**src/rtl/parcel_pkg.sv**
```systemverilog
// Shared types for the instruction word packer.
package parcel_pkg;
    // Action chosen for the current cycle by the slot controller.
    typedef enum logic [2:0] {
        ACT_IDLE,   // nothing placed
        ACT_SHORT,  // one-slot instruction placed
        ACT_LONG,   // two-slot instruction placed in the current word
        ACT_SPLIT,  // last slot padded, long instruction moved to next word
        ACT_FLUSH   // free slots padded, partial word emitted
    } pk_act_e;
endpackage

```
**src/rtl/pk_slot_ctrl.sv**
```systemverilog
// Slot controller: tracks how many slots of the current word are filled and
// decides per cycle whether to place, split, or flush, and whether a word is
// emitted. Assumes SLOTS >= 3 so a split always leaves room for the long
// instruction in the next word.
module pk_slot_ctrl
    import parcel_pkg::*;
#(
    parameter int SLOTS = 4,
    parameter int PW    = 2,
    localparam int FW   = PW + 1
) (
    input  logic          clk,
    input  logic          rst_n,
    input  logic          accept,
    input  logic          is_long,
    input  logic          flush_ok,
    output logic [PW-1:0] ptr,
    output pk_act_e       act,
    output logic          emit,
    output logic [FW-1:0] pad_cnt
);
    logic [PW-1:0] ptr_q, ptr_d;
    logic [FW-1:0] ptr_x, fill;

    assign ptr_x = {1'b0, ptr_q};
    assign ptr   = ptr_q;

    // Choose the action, the fill level and the pointer for the next cycle.
    always_comb begin
        act     = ACT_IDLE;
        fill    = ptr_x;
        pad_cnt = '0;
        emit    = 1'b0;
        ptr_d   = ptr_q;
        if (accept && !is_long) begin
            act  = ACT_SHORT;
            fill = ptr_x + FW'(1);
        end else if (accept && is_long && (ptr_x <= FW'(SLOTS - 2))) begin
            act  = ACT_LONG;
            fill = ptr_x + FW'(2);
        end else if (accept && is_long) begin
            act     = ACT_SPLIT;
            pad_cnt = FW'(1);
            emit    = 1'b1;
            ptr_d   = PW'(2);
        end else if (flush_ok && (ptr_q != '0)) begin
            act     = ACT_FLUSH;
            pad_cnt = FW'(SLOTS) - ptr_x;
            emit    = 1'b1;
            ptr_d   = '0;
        end
        if ((act == ACT_SHORT) || (act == ACT_LONG)) begin
            if (fill == FW'(SLOTS)) begin
                emit  = 1'b1;
                ptr_d = '0;
            end else begin
                ptr_d = fill[PW-1:0];
            end
        end
    end

    // Slot pointer register.
    always_ff @(posedge clk) begin
        if (!rst_n) ptr_q <= '0;
        else        ptr_q <= ptr_d;
    end
endmodule

```
**src/rtl/pk_word_build.sv**
```systemverilog
// Word builder: holds the partially filled word, one register per slot, and
// forms the combined word for this cycle from the held slots, the incoming
// payload and the no-op code. Slot 0 maps to the most significant bits.
module pk_word_build
    import parcel_pkg::*;
#(
    parameter int SLOT_W = 15,
    parameter int SLOTS  = 4,
    parameter int PW     = 2,
    parameter logic [SLOT_W-1:0] NOP_CODE = '0,
    localparam int FW     = PW + 1,
    localparam int WORD_W = SLOT_W * SLOTS
) (
    input  logic                clk,
    input  logic                rst_n,
    input  logic [PW-1:0]       ptr,
    input  pk_act_e             act,
    input  logic                emit,
    input  logic [2*SLOT_W-1:0] data,
    output logic [WORD_W-1:0]   word_out
);
    logic [SLOT_W-1:0] hi, lo;
    logic [FW-1:0]     ptr_x, ptr_n;

    assign hi    = data[2*SLOT_W-1:SLOT_W];
    assign lo    = data[SLOT_W-1:0];
    assign ptr_x = {1'b0, ptr};
    assign ptr_n = ptr_x + FW'(1);

    for (genvar s = 0; s < SLOTS; s++) begin : g_slot
        localparam logic [FW-1:0] SIDX = FW'(s);
        logic [SLOT_W-1:0] held_q, comb, nxt;

        // Content of this slot in the word formed this cycle.
        always_comb begin
            comb = held_q;
            case (act)
                ACT_SHORT: if (ptr_x == SIDX) comb = lo;
                ACT_LONG: begin
                    if (ptr_x == SIDX)      comb = hi;
                    else if (ptr_n == SIDX) comb = lo;
                end
                ACT_SPLIT, ACT_FLUSH: if (SIDX >= ptr_x) comb = NOP_CODE;
                default: comb = held_q;
            endcase
        end

        // Value held for the next cycle: restart after emit, else keep.
        always_comb begin
            if (emit) begin
                if ((act == ACT_SPLIT) && (s == 0))      nxt = hi;
                else if ((act == ACT_SPLIT) && (s == 1)) nxt = lo;
                else                                     nxt = NOP_CODE;
            end else begin
                nxt = comb;
            end
        end

        // Slot holding register.
        always_ff @(posedge clk) begin
            if (!rst_n) held_q <= '0;
            else        held_q <= nxt;
        end

        assign word_out[(SLOTS-s)*SLOT_W-1 -: SLOT_W] = comb;
    end
endmodule

```
**src/rtl/pk_sat_counter.sv**
```systemverilog
// Saturating up-counter with a variable increment. Assumes IW <= W + 1.
module pk_sat_counter #(
    parameter int W  = 32,
    parameter int IW = 3
) (
    input  logic          clk,
    input  logic          rst_n,
    input  logic [IW-1:0] inc,
    output logic [W-1:0]  count
);
    logic [W:0] sum;

    // Add with one guard bit to detect overflow.
    always_comb sum = {1'b0, count} + (W+1)'(inc);

    // Counter register, clamps at all ones.
    always_ff @(posedge clk) begin
        if (!rst_n)      count <= '0;
        else if (sum[W]) count <= '1;
        else             count <= sum[W-1:0];
    end
endmodule

```
**src/rtl/parcel_packer.sv**
```systemverilog
// Instruction word packer top level. Accepts one- or two-slot instructions
// over valid/ready, packs them into SLOTS-slot words without splitting a
// two-slot instruction, and emits words through one output register.
// Assumes flush is only meaningful while in_valid is low.
module parcel_packer #(
    parameter int SLOT_W = 15,
    parameter int SLOTS  = 4,
    parameter logic [SLOT_W-1:0] NOP_CODE = '0,
    parameter int CNT_W  = 32,
    localparam int WORD_W = SLOT_W * SLOTS,
    localparam int PW     = $clog2(SLOTS),
    localparam int FW     = PW + 1
) (
    input  logic                clk,
    input  logic                rst_n,
    input  logic                in_valid,
    input  logic                in_long,
    input  logic [2*SLOT_W-1:0] in_data,
    output logic                in_ready,
    input  logic                flush,
    output logic                out_valid,
    input  logic                out_ready,
    output logic [WORD_W-1:0]   out_word,
    output logic [CNT_W-1:0]    insn_count,
    output logic [CNT_W-1:0]    nop_count
);
    import parcel_pkg::*;

    logic              accept, flush_ok, emit;
    logic [PW-1:0]     ptr;
    pk_act_e           act;
    logic [FW-1:0]     pad_cnt;
    logic [WORD_W-1:0] word_now;
    logic              ovalid_q;
    logic [WORD_W-1:0] oword_q;

    assign in_ready  = !(ovalid_q && !out_ready);
    assign accept    = in_valid && in_ready;
    assign flush_ok  = flush && !in_valid && in_ready;
    assign out_valid = ovalid_q;
    assign out_word  = oword_q;

    pk_slot_ctrl #(.SLOTS(SLOTS), .PW(PW)) u_ctrl (
        .clk(clk), .rst_n(rst_n), .accept(accept), .is_long(in_long),
        .flush_ok(flush_ok), .ptr(ptr), .act(act), .emit(emit),
        .pad_cnt(pad_cnt)
    );

    pk_word_build #(.SLOT_W(SLOT_W), .SLOTS(SLOTS), .PW(PW),
                    .NOP_CODE(NOP_CODE)) u_build (
        .clk(clk), .rst_n(rst_n), .ptr(ptr), .act(act), .emit(emit),
        .data(in_data), .word_out(word_now)
    );

    pk_sat_counter #(.W(CNT_W), .IW(FW)) u_insn_cnt (
        .clk(clk), .rst_n(rst_n), .inc({{PW{1'b0}}, accept}),
        .count(insn_count)
    );

    pk_sat_counter #(.W(CNT_W), .IW(FW)) u_nop_cnt (
        .clk(clk), .rst_n(rst_n), .inc(pad_cnt), .count(nop_count)
    );

    // Output register: load on emit, clear once the consumer takes it.
    always_ff @(posedge clk) begin
        if (!rst_n) begin
            ovalid_q <= 1'b0;
            oword_q  <= '0;
        end else if (emit) begin
            ovalid_q <= 1'b1;
            oword_q  <= word_now;
        end else if (out_ready) begin
            ovalid_q <= 1'b0;
        end
    end
endmodule

```
**config.mk**
```make
export PLATFORM = sky130hd
export DESIGN_NAME = parcel_packer
export DESIGN_NICKNAME = d
export VERILOG_FILES = /design/src/rtl/parcel_pkg.sv /design/src/rtl/pk_slot_ctrl.sv /design/src/rtl/pk_word_build.sv /design/src/rtl/pk_sat_counter.sv /design/src/rtl/parcel_packer.sv
export SDC_FILE = /design/constraint.sdc
export NUM_CORES = 1
export LEC_CHECK = 0
export ABC_AREA = 1
export BUFFER_PORTS_ARGS = -buffer_cell sky130_fd_sc_hd__buf_2
export CAP_MARGIN = 20
export CORE_AREA = 2 2 207 148
export CTS_CLUSTER_DIAMETER = 200
export DETAILED_ROUTE_END_ITERATION = 7
export DIE_AREA = 0 0 209 150
export SLEW_MARGIN = 10
export SYNTH_ARGS = -nofsm -noshare
export SYNTH_HDL_FRONTEND = slang
export SYNTH_HIERARCHICAL = 1
export SYNTH_SLANG_ARGS = --single-unit
```
**constraint.sdc**
```tcl
create_clock -name clk -period 4 [get_ports clk]
set_input_delay 0 -clock clk [delete_from_list [all_inputs] [get_ports clk]]
set_output_delay 0 -clock clk [all_outputs]
set_load 0.01 [all_outputs]
```
==> impl_metrics.csv, run 1 <==
group,metric,value,unit
sta,hold_violations,0,
critical_path,worst_setup_path_start_kind,"flop",
critical_path,ff2ff_setup_slack,570,ps
die,pin_count,162,
placed_design,dp.cells,2395,
power,sw_frac_of_total,32.1,%
sta,setup_violations,0,
power,internal-power,3.11,mW
grt,grt_pass1_wl,61200,um
critical_path,crit_fanout,30,
critical_path,crit_path_cell_trace,"inv_1 -> ha_1 -> nor2_1 -> inv_1 -> nor2_1 -> buf_4 -> nor2_4 -> a21oi_4 -> nand2_2 -> inv_2 -> nand2_1 -> nand2_1 -> nor2_1 -> nor2_1",
detailed_routing,routedWlPerCell,15.6,um
layout,final_nets,2108,
power,power_density,340,mW/mm^2
synth,dominantRegCellSynth,"dfxtp_1",
clock_network,cts_sinks,187,
placed_design,placed_cell_area,0.0126,sq mm
detailed_routing,drt_wl_total,38500,um
detailed_routing,ant_nets,0,
critical_path,required,4380,ps
sta,slew_viol_final,0,
die,start_util,39.4,%
placed_design,dp_hpwl,27200,um
clock_network,clk_pin_slew,80,ps
die,die-area,0.0314,sq mm
critical_path,critPathArrivalTime,3810,ps
sta,worst_hold_slack,53.8,ps
sta,period_needed,3430,ps
sta,finalCritPeriodShare,85.7,%
clock_network,clock_path_buffers,2,
critical_path,crit_buf_inv,4,
synth,ys_warn_count,6,
detailed_routing,vias_per_cell,5.15,
layout,filler_cell_count,3194,
sta,finalClockSkew,12.5,ps
layout,layout.cells.non_filler,2458,
synth,syn_area_per_cell,6.07,sq um
layout,drive_gt1_share,14.4,%
clock_network,post_cts_resized,0,
die,die_w,209,um
synth,synth_top_cell_by_area,"dfxtp_1",
critical_path,cpMaxStageDelayCell,"inv_2",
critical_path,path_class,"flop to flop",
power,power,4.58,mW
detailed_routing,first_iter_violations,1084,
grt,grt_antenna_before_repair,0,
placed_design,gp_congestion,0.894,
sta,rsz0062_at_grt,"false",
detailed_routing,vias,12657,
synth,ys_ff_latch,187,
worst_hold_path,worstHoldPathType,"primary input to flop",
die,core,0.0295,sq mm
synth,async_reset_ff_share,0,%
power,p_leak,6.77,nW
grt,grt_pass1_vias,11942,
clock_network,cts_buffers,17,
detailed_routing,drc,0,
die,rows,53,
layout,antenna_cells,0,
synth,synth_edf_count,0,
die,dieHeight,150,um
critical_path,end_kind,"flop",
critical_path,cp_top_family,"simple AND/OR/NAND/NOR gates",
sta,max_clock_freq,292,MHz
detailed_routing,dr.pass1.iters,7,
layout,fin_area,0.0135,sq mm
synth,syn_inst,1914,
sta,tightest_slew,834,ps
placed_design,portBuffers,161,
clock_network,cts_tree,"done",
power,p_sw,1.47,mW
synth,synth.most_common_cell,"nand2_1",
grt,grt_max_degree,67,
critical_path,slowest_delay,620,ps
clock_network,cts_root_buffer,"clkbuf_16",
power,ir_drop,0.189,mV
layout,syn_to_final_growth,15.9,%
synth,syn_area,0.0116,sq mm
synth,ys_seq_area_share,32.2,%
synth,synthDominantCellAreaShare,32.2,%
power,clkPwrFrac,37.0,%
power,seqPwrFrac,44.4,%
clock_network,clock_latency,460,ps
critical_path,critPathMostFrequentCell,"nor2_1",
synth,yosys-top-cells-count,"nand2_1, nor2_1, inv_1, dfxtp_1, nand3_1",
clock_network,cts_max_level,4,
synth,ys_types,38,
grt,grt-ovfl-total,0,
sta,relSlewSlack,44.3,%
grt,grt.total_usage,24.6,%
synth,yosys-top-cells-area,"dfxtp_1, nand2_1, nor2_1, inv_1, nand3_1",
sta,fin_setup_tns,0,ps
job,cap_violations,0,
power,combPwrFrac,18.6,%
outcome,status,"complete, no violations",
## worst register-to-register path: stages, from the launching register on
cell	delay, ps
dfxtp_1	570
inv_1	140
ha_1	220
nor2_1	140
inv_1	50
nor2_1	110
buf_4	180
nor2_4	60
a21oi_4	420
nand2_2	380
inv_2	620
nand2_1	150
nand2_1	110
nor2_1	50
nor2_1	150
## power by group through the flow
stage          Combinational, mW  Clock (mW)  Sequential, mW
2_1_floorplan              0.520           0            2.09
3_3_place_gp               0.806           0            2.08
3_5_place_dp               0.817           0            2.08
4_1_cts                    0.845        1.73            2.04
5_1_grt                    0.950        1.81            2.05
6_report                   0.850        1.70            2.03
## timing repair
action                                 in CTS  in global routing
setup buffers                               0                  0
endpoints found under the hold margin      31                  0
setup endpoints to repair                   0                  0
hold buffers                               31                  0
## layout by cell type (no fill, tap or decap), drive strengths merged, types with 4 or more instances in the layout
master and count:
or2 9, ha 10, xor2 6, o21ai 100, nor3 22, clkinv 6
o211ai 29, buf 182, nand3b 18, nand3 152, xnor2 8, nand2 574
conb 4, dlygate4sd3 31, inv 216, nor2 384, clkbuf 19, dfxtp 187
nand4 17, a21oi 82, a31oi 8
## routing by layer
metal / routed length, um / GRT usage [%] / up-vias
met1: 17800 / 33.0 / 5894
met3: 2630 / 5.25 / 49
li1: - / - / 6295
met4: 701 / 7.68 / 0
met2: 17300 / 39.6 / 419
met5: 0 / 0 / -
## flip-flops by register name (all words and copies together), names as in the netlist
register               flops
out_valid                  1
u_insn_cnt/count          32
u_build/g_slot.held_q     60
u_nop_cnt/count           32
u_ctrl/ptr                 2
out_word                  60
## cell type report
cell class	instances	area (sq um)	share of cell area [%]
Inverter	211	792	5.89
Sequential cell	187	3740	27.8
Multi-Input combinational cell	1430	6590	49.0
Clock inverter	13	115	0.855
Clock buffer	19	443	3.29
Tap cell	385	482	3.58
Timing Repair Buffer	213	1290	9.58
## logic make-up (layout without fill, tap and decap cells)
logic type               count (synthesis)  count (layout)  synth area share (%)
adder cells (fa/ha/maj)                 12              12                  1.42
XOR/XNOR                                14              14                  1.06
AO/OA/AOI/OAI                          222             222                  10.7
AND/OR/NAND/NOR                       1178            1178                  43.3
buffers and inverters                  299             456                  11.3
flip-flops                             187             187                  32.2
other                                    2               4                0.0647
## worst paths after layout
kind / startpoint / endpoint / cells after the start
setup / recovery: u_ctrl/ptr[0]$_SDFFE_PN0P_ / out_word[8]$_SDFFE_PN0P_ / 14
hold / removal: in_data[4] / u_build/g_slot[1].held_q[4]$_SDFF_PN0_ / 5
setup reg to reg: u_ctrl/ptr[0]$_SDFFE_PN0P_ / out_word[8]$_SDFFE_PN0P_ / 14
hold reg to reg: out_word[18]$_SDFFE_PN0P_ / out_word[18]$_SDFFE_PN0P_ / 2
## stage by stage
| step | worst slack (ps) | utilization [%] |
|---|---|---|
| 2_1_floorplan | 1130 | - |
| 3_3_place_gp | 762 | 42.7 |
| 3_5_place_dp | 669 | 42.7 |
| 4_1_cts | 627 | 45.6 |
| 5_1_grt | 249 | 45.6 |
| 6_report | 574 | 45.6 |
Power figures use the tool's default switching activity.
==> run 2, diff against run 1 <==
==> constraint.sdc (replaced) <==
create_clock -name clk -period 2.9 [get_ports clk]
set_input_delay 0.145 -clock clk [delete_from_list [all_inputs] [get_ports clk]]
set_output_delay 0.145 -clock clk [all_outputs]
set_load 0.01 [all_outputs]
==> run 2 against run 1 <==
  * Flip-flop and latch count stayed put
  * Total power increased by 44%
  * First-iteration DRC count decreased by 2.0%
  * Critical path depth is 1 higher
  * Clock power up 51%
  * Setup slack got worse by 400 ps
  * Core utilization grew 1.3 points
==> impl_metrics.csv, run 2 (synthesized netlist as in run 1, its figures left out) <==
group,metric,value,unit
placed_design,gp_congestion,0.930,
worst_hold_path,worstHoldPathType,"primary input to flop",
layout,mostFrequentLayoutCells,"nand2_1, nor2_1, inv_1",
critical_path,crit_path_cell_trace,"nand2_1 -> inv_1 -> nor2_2 -> inv_1 -> nor2_2 -> inv_1 -> nor2_2 -> buf_4 -> inv_2 -> nand3_2 -> clkinvlp_4 -> o211ai_1 -> nand3_1 -> nor2_2 -> nor2_1",
layout,syn_to_final_growth,19.2,%
outcome,status,"complete, no violations",
layout,fin_area,0.0138,sq mm
die,die_w,209,um
sta,setup_violations,0,
grt,grt-ovfl-total,0,
layout,layout_commonest_cell,"nand2_1",
layout,drive_gt1_share,15.8,%
sta,period_needed,2730,ps
sta,max_clock_freq,366,MHz
critical_path,endpoint,"out_word[40]$_SDFFE_PN0P_",
critical_path,required,3240,ps
critical_path,crit_fanout,23,
power,power,6.59,mW
layout,filler_cell_count,3099,
sta,tightest_slew,689,ps
layout,antenna_cells,0,
clock_network,clock_latency,460,ps
critical_path,r2r_cells,15,
sta,hold_violations,0,
detailed_routing,dr.pass1.iters,6,
detailed_routing,routedWlPerCell,15.6,um
clock_network,cts_tree,"done",
die,start_util,39.4,%
sta,fin_setup_tns,0,ps
clock_network,clock_path_buffers,2,
critical_path,critPathMostFrequentCell,"nor2_2",
critical_path,worst_setup_path_start_kind,"flop",
grt,grt_antenna_before_repair,0,
critical_path,ff2ff_setup_slack,170,ps
detailed_routing,first_iter_violations,1062,
grt,grt_pass1_wl,60500,um
sta,relSlewSlack,53.9,%
clock_network,cts_root_buffer,"clkbuf_16",
sta,rsz0062_at_grt,"true",
worst_hold_path,min_from,"in_long",
sta,slew_viol_final,0,
critical_path,timing.critical_path.from,"out_valid$_SDFFE_PN0P_",
die,dieHeight,150,um
critical_path,r2r_start,"out_valid$_SDFFE_PN0P_",
power,ir_drop,0.263,mV
detailed_routing,drc,0,
placed_design,dp_hpwl,27800,um
critical_path,cpMaxStageDelayCell,"clkinvlp_4",
clock_network,clk_pin_slew,80,ps
critical_path,end_kind,"flop",
clock_network,cts_sinks,187,
sta,finalCritPeriodShare,94.1,%
detailed_routing,vias,12730,
clock_network,cts_setup_buffers,0,
job,cap_violations,0,
critical_path,critPathArrivalTime,3070,ps
power,power_density,476,mW/mm^2
detailed_routing,ant_nets,0,
placed_design,placed_cell_area,0.0128,sq mm
die,core,0.0295,sq mm
power,p_leak,6.93,nW
detailed_routing,drt_wl_total,38700,um
die,pin_count,162,
placed_design,portBuffers,161,
layout,layout.cells.non_filler,2480,
critical_path,path_class,"flop to flop",
grt,grt_max_degree,54,
critical_path,slowest_delay,440,ps
detailed_routing,vias_per_cell,5.13,
sta,finalClockSkew,12.9,ps
worst_hold_path,holdPathStages,4,
layout,final_nets,2130,
die,die-area,0.0314,sq mm
placed_design,dp.cells,2413,
critical_path,reg2reg_to,"out_word[40]$_SDFFE_PN0P_",
die,rows,53,
grt,grt_pass1_vias,11716,
clock_network,cts_max_level,4,
grt,grt.total_usage,24.2,%
clock_network,cts_buffers,17,
## run 2: routing by layer
layer	vias to the layer above	GRT usage [%]	wire length, um
met2	406	39.0	17300
met3	35	4.78	2430
met5	-	0	0
li1	6356	-	-
met4	0	6.57	551
met1	5933	33.1	18400
## run 2: stage by stage
stage               hold slack [ps]  util, %  worst slack, ps
global placement                362     43.4              130
finish                         97.2     46.9              171
detailed placement              377     43.4             62.8
global route                    114     46.9            -28.9
floorplan                       243        -             26.6
CTS                            69.1     46.5             31.5
## run 2: critical path, delay by kind of cell (launching register included)
family	cells	cell delay [ps]
buffers and inverters	6	900
DFF	1	310
and+or+nand+nor	8	1140
AOI/OAI and AO/OA	1	240
## run 2: worst min path at each step
stage                                                   to  slack, ps
global placement    u_build/g_slot[0].held_q[9]$_SDFF_PN0_        360
global route                    u_ctrl/ptr[0]$_SDFFE_PN0P_        110
floorplan                       u_ctrl/ptr[1]$_SDFFE_PN0P_        240
CTS                             u_ctrl/ptr[0]$_SDFFE_PN0P_         70
finish                          u_ctrl/ptr[0]$_SDFFE_PN0P_        100
detailed placement  u_build/g_slot[0].held_q[9]$_SDFF_PN0_        380
## run 2: area by class of cell
class / count / area (sq um) / area share, %
Tap cell: 385 / 482 / 3.48
Sequential cell: 187 / 3740 / 27.0
Multi-Input combinational cell: 1435 / 6710 / 48.4
Clock inverter: 14 / 183 / 1.32
Inverter: 211 / 796 / 5.75
Timing Repair Buffer: 230 / 1500 / 10.8
Clock buffer: 18 / 439 / 3.17
## run 2: what timing repair did
action / in CTS / in global routing
endpoints found under the setup margin: 0 / 87
hold buffers: 30 / 0
resized for setup: 0 / 18
hold endpoints to repair: 30 / 0
## run 2: where the power goes
group / switching, mW / total [mW] / internal [mW]
logic: 0.813 / 1.22 / 0.405
clock network: 1.16 / 2.57 / 1.41
registers: 0.0918 / 2.80 / 2.71
==> run 3, diff against run 2 <==
==> constraint.sdc (replaced) <==
create_clock -name clk -period 2.9 [get_ports clk]
set_input_delay 0.435 -clock clk [delete_from_list [all_inputs] [get_ports clk]]
set_output_delay 0.435 -clock clk [all_outputs]
set_load 0.01 [all_outputs]
==> run 3 against run 2 <==
  * Critical path depth increased by 6
  * Routed wire length decreased by 2.0%
  * Largest power group unchanged
  * Core utilization decreased by 0.95 points
  * First-iteration DRC count increased by 2.2%
  * Sequential power about the same
  * Die area unchanged
  * Clock power decreased by 9.7%
  * Non-clock buffer count decreased by 12
==> impl_metrics.csv, run 3 (synthesized netlist as in run 1, its figures left out) <==
group,metric,value,unit
detailed_routing,vias,12546,
critical_path,reg2reg_to,"u_nop_cnt/count[22]$_SDFF_PN0_",
placed_design,gp_congestion,0.914,
grt,grt.met1_usage,32.7,%
grt,grt_pass1_wl,59700,um
grt,grt_use_met2,38.7,%
critical_path,r2r_start,"out_valid$_SDFFE_PN0P_",
worst_hold_path,worstHoldPathType,"primary input to flop",
clock_network,clk_pin_slew,80,ps
die,dieHeight,150,um
worst_hold_path,hold-path-endpoint,"u_build/g_slot[0].held_q[3]$_SDFF_PN0_",
sta,relSlewSlack,49.3,%
detailed_routing,first_iter_violations,1085,
die,core,0.0295,sq mm
power,power_density,465,mW/mm^2
critical_path,required,3250,ps
clock_network,clock_path_buffers,2,
clock_network,clock_latency,450,ps
detailed_routing,drc,0,
grt,grt.total_usage,24.0,%
layout,layout.cells.non_filler,2461,
grt,grt_max_degree,53,
worst_hold_path,holdPathStages,3,
die,die_w,209,um
job,cap_violations,0,
placed_design,dp.cells,2431,
power,ir_drop,0.403,mV
clock_network,cts_root_buffer,"clkbuf_16",
sta,period_needed,2600,ps
layout,mostFrequentLayoutCells,"nand2_1, nor2_1, inv_1",
sta,finalClockSkew,13.0,ps
grt,grt-busiest-layer,"met2",
critical_path,end_kind,"flop",
layout,ff_latch_area,0.00374,sq mm
clock_network,cts_tree,"done",
sta,fin_setup_tns,0,ps
clock_network,cts_max_level,4,
die,start_util,39.4,%
detailed_routing,ant_nets,0,
worst_hold_path,min_from,"in_data[18]",
detailed_routing,drt_wl_total,37900,um
die,rows,53,
critical_path,ff2ff_setup_slack,300,ps
critical_path,critPathArrivalTime,2950,ps
sta,slew_viol_final,0,
layout,syn_to_final_growth,16.8,%
layout,multi_input_area,0.00663,sq mm
power,power,6.31,mW
grt,met3_usage,4.64,%
layout,final_nets,2113,
critical_path,path_class,"flop to flop",
die,die-area,0.0314,sq mm
clock_network,cts_setup_buffers,0,
placed_design,dp_hpwl,28100,um
layout,layout_commonest_cell,"nand2_1",
clock_network,cts_sinks,187,
layout,drive_gt1_share,16.3,%
detailed_routing,routedWlPerCell,15.4,um
sta,hold_violations,0,
sta,finalCritPeriodShare,89.8,%
sta,rsz0062_at_grt,"false",
power,p_leak,6.86,nW
sta,max_clock_freq,384,MHz
detailed_routing,dr.pass1.iters,7,
grt,grt_pass1_vias,11503,
detailed_routing,vias_per_cell,5.10,
clock_network,cts_buffers,17,
layout,filler_cell_count,3127,
outcome,status,"complete, no violations",
layout,antenna_cells,0,
critical_path,crit_fanout,5,
placed_design,portBuffers,161,
grt,grt-ovfl-total,0,
sta,tightest_slew,759,ps
die,pin_count,162,
grt,grt_antenna_before_repair,0,
critical_path,r2r_cells,21,
sta,setup_violations,0,
critical_path,worst_setup_path_start_kind,"flop",
-- run 3: how the worst max path moves through the flow --
stage	startpoint	to	slack, ps
6_report	out_valid$_SDFFE_PN0P_	u_nop_cnt/count[22]$_SDFF_PN0_	300
5_1_grt	out_valid$_SDFFE_PN0P_	u_nop_cnt/count[26]$_SDFF_PN0_	3
4_1_cts	out_valid$_SDFFE_PN0P_	u_nop_cnt/count[22]$_SDFF_PN0_	190
3_5_place_dp	out_ready	u_nop_cnt/count[22]$_SDFF_PN0_	-20
3_3_place_gp	out_ready	u_nop_cnt/count[30]$_SDFF_PN0_	40
2_1_floorplan	out_ready	u_nop_cnt/count[17]$_SDFF_PN0_	3
-- run 3: area by class of cell --
type	count	share of cell area [%]
clock buffers	18	3.24
clock inverters	12	0.858
inverters	211	5.84
multi-input cells	1430	48.9
flip-flops and latches	187	27.6
well taps	385	3.55
repair buffers	218	10.0
-- run 3: where the power goes --
group / internal [mW] / switching (mW) / leakage, nW
logic: 0.392 / 0.805 / 5.06
registers: 2.71 / 0.0861 / 1.52
clock network: 1.21 / 1.11 / 0.275
total: 4.31 / 2.00 / 6.86
-- run 3: through the flow --
| stage | util (%) | setup WS, ps | instance area, sq um | hold WS (ps) |
|---|---|---|---|---|
| final | 46.0 | 297 | 13600 | 212 |
| after global routing | 46.0 | 3.47 | 13600 | 203 |
| after floorplan | - | 3.05 | 11600 | 475 |
| after global placement | 44.0 | 38.3 | 13000 | 475 |
| after detailed placement | 44.0 | -15.1 | 13000 | 477 |
| after CTS | 45.8 | 190 | 13500 | 191 |
-- run 3: critical path, cell delays in order (launching register included) --
cell     delay, ps
dfxtp_1        310
nand2_1         80
inv_1           70
nor2_1         160
inv_1           60
nor2_1         120
inv_1           60
nor2_2         110
inv_1           70
o21ai_1        140
ha_1           210
fa_1           200
nand3_1        100
nand2_2        120
buf_4          120
nand2_1        100
nor2_4         160
nand2_1         70
nand2_1         60
nand3_1         70
nand2_1         60
inv_1           40
-- run 3: repair_timing --
action / CTS / global route
gates resized for setup: 0 / 11
hold endpoints to repair: 0 / 0
hold buffers: 0 / 0
setup endpoints to repair: 0 / 31
-- run 3: layer usage --
metal  wire length (um)  up-vias  part of all wire [%]
li1                   -     6302                     -
met1              17700     5824                    47
met2              17200      373                    45
met3               2290       47                   6.1
met4                654        0                   1.7
met5                  0        -                     0
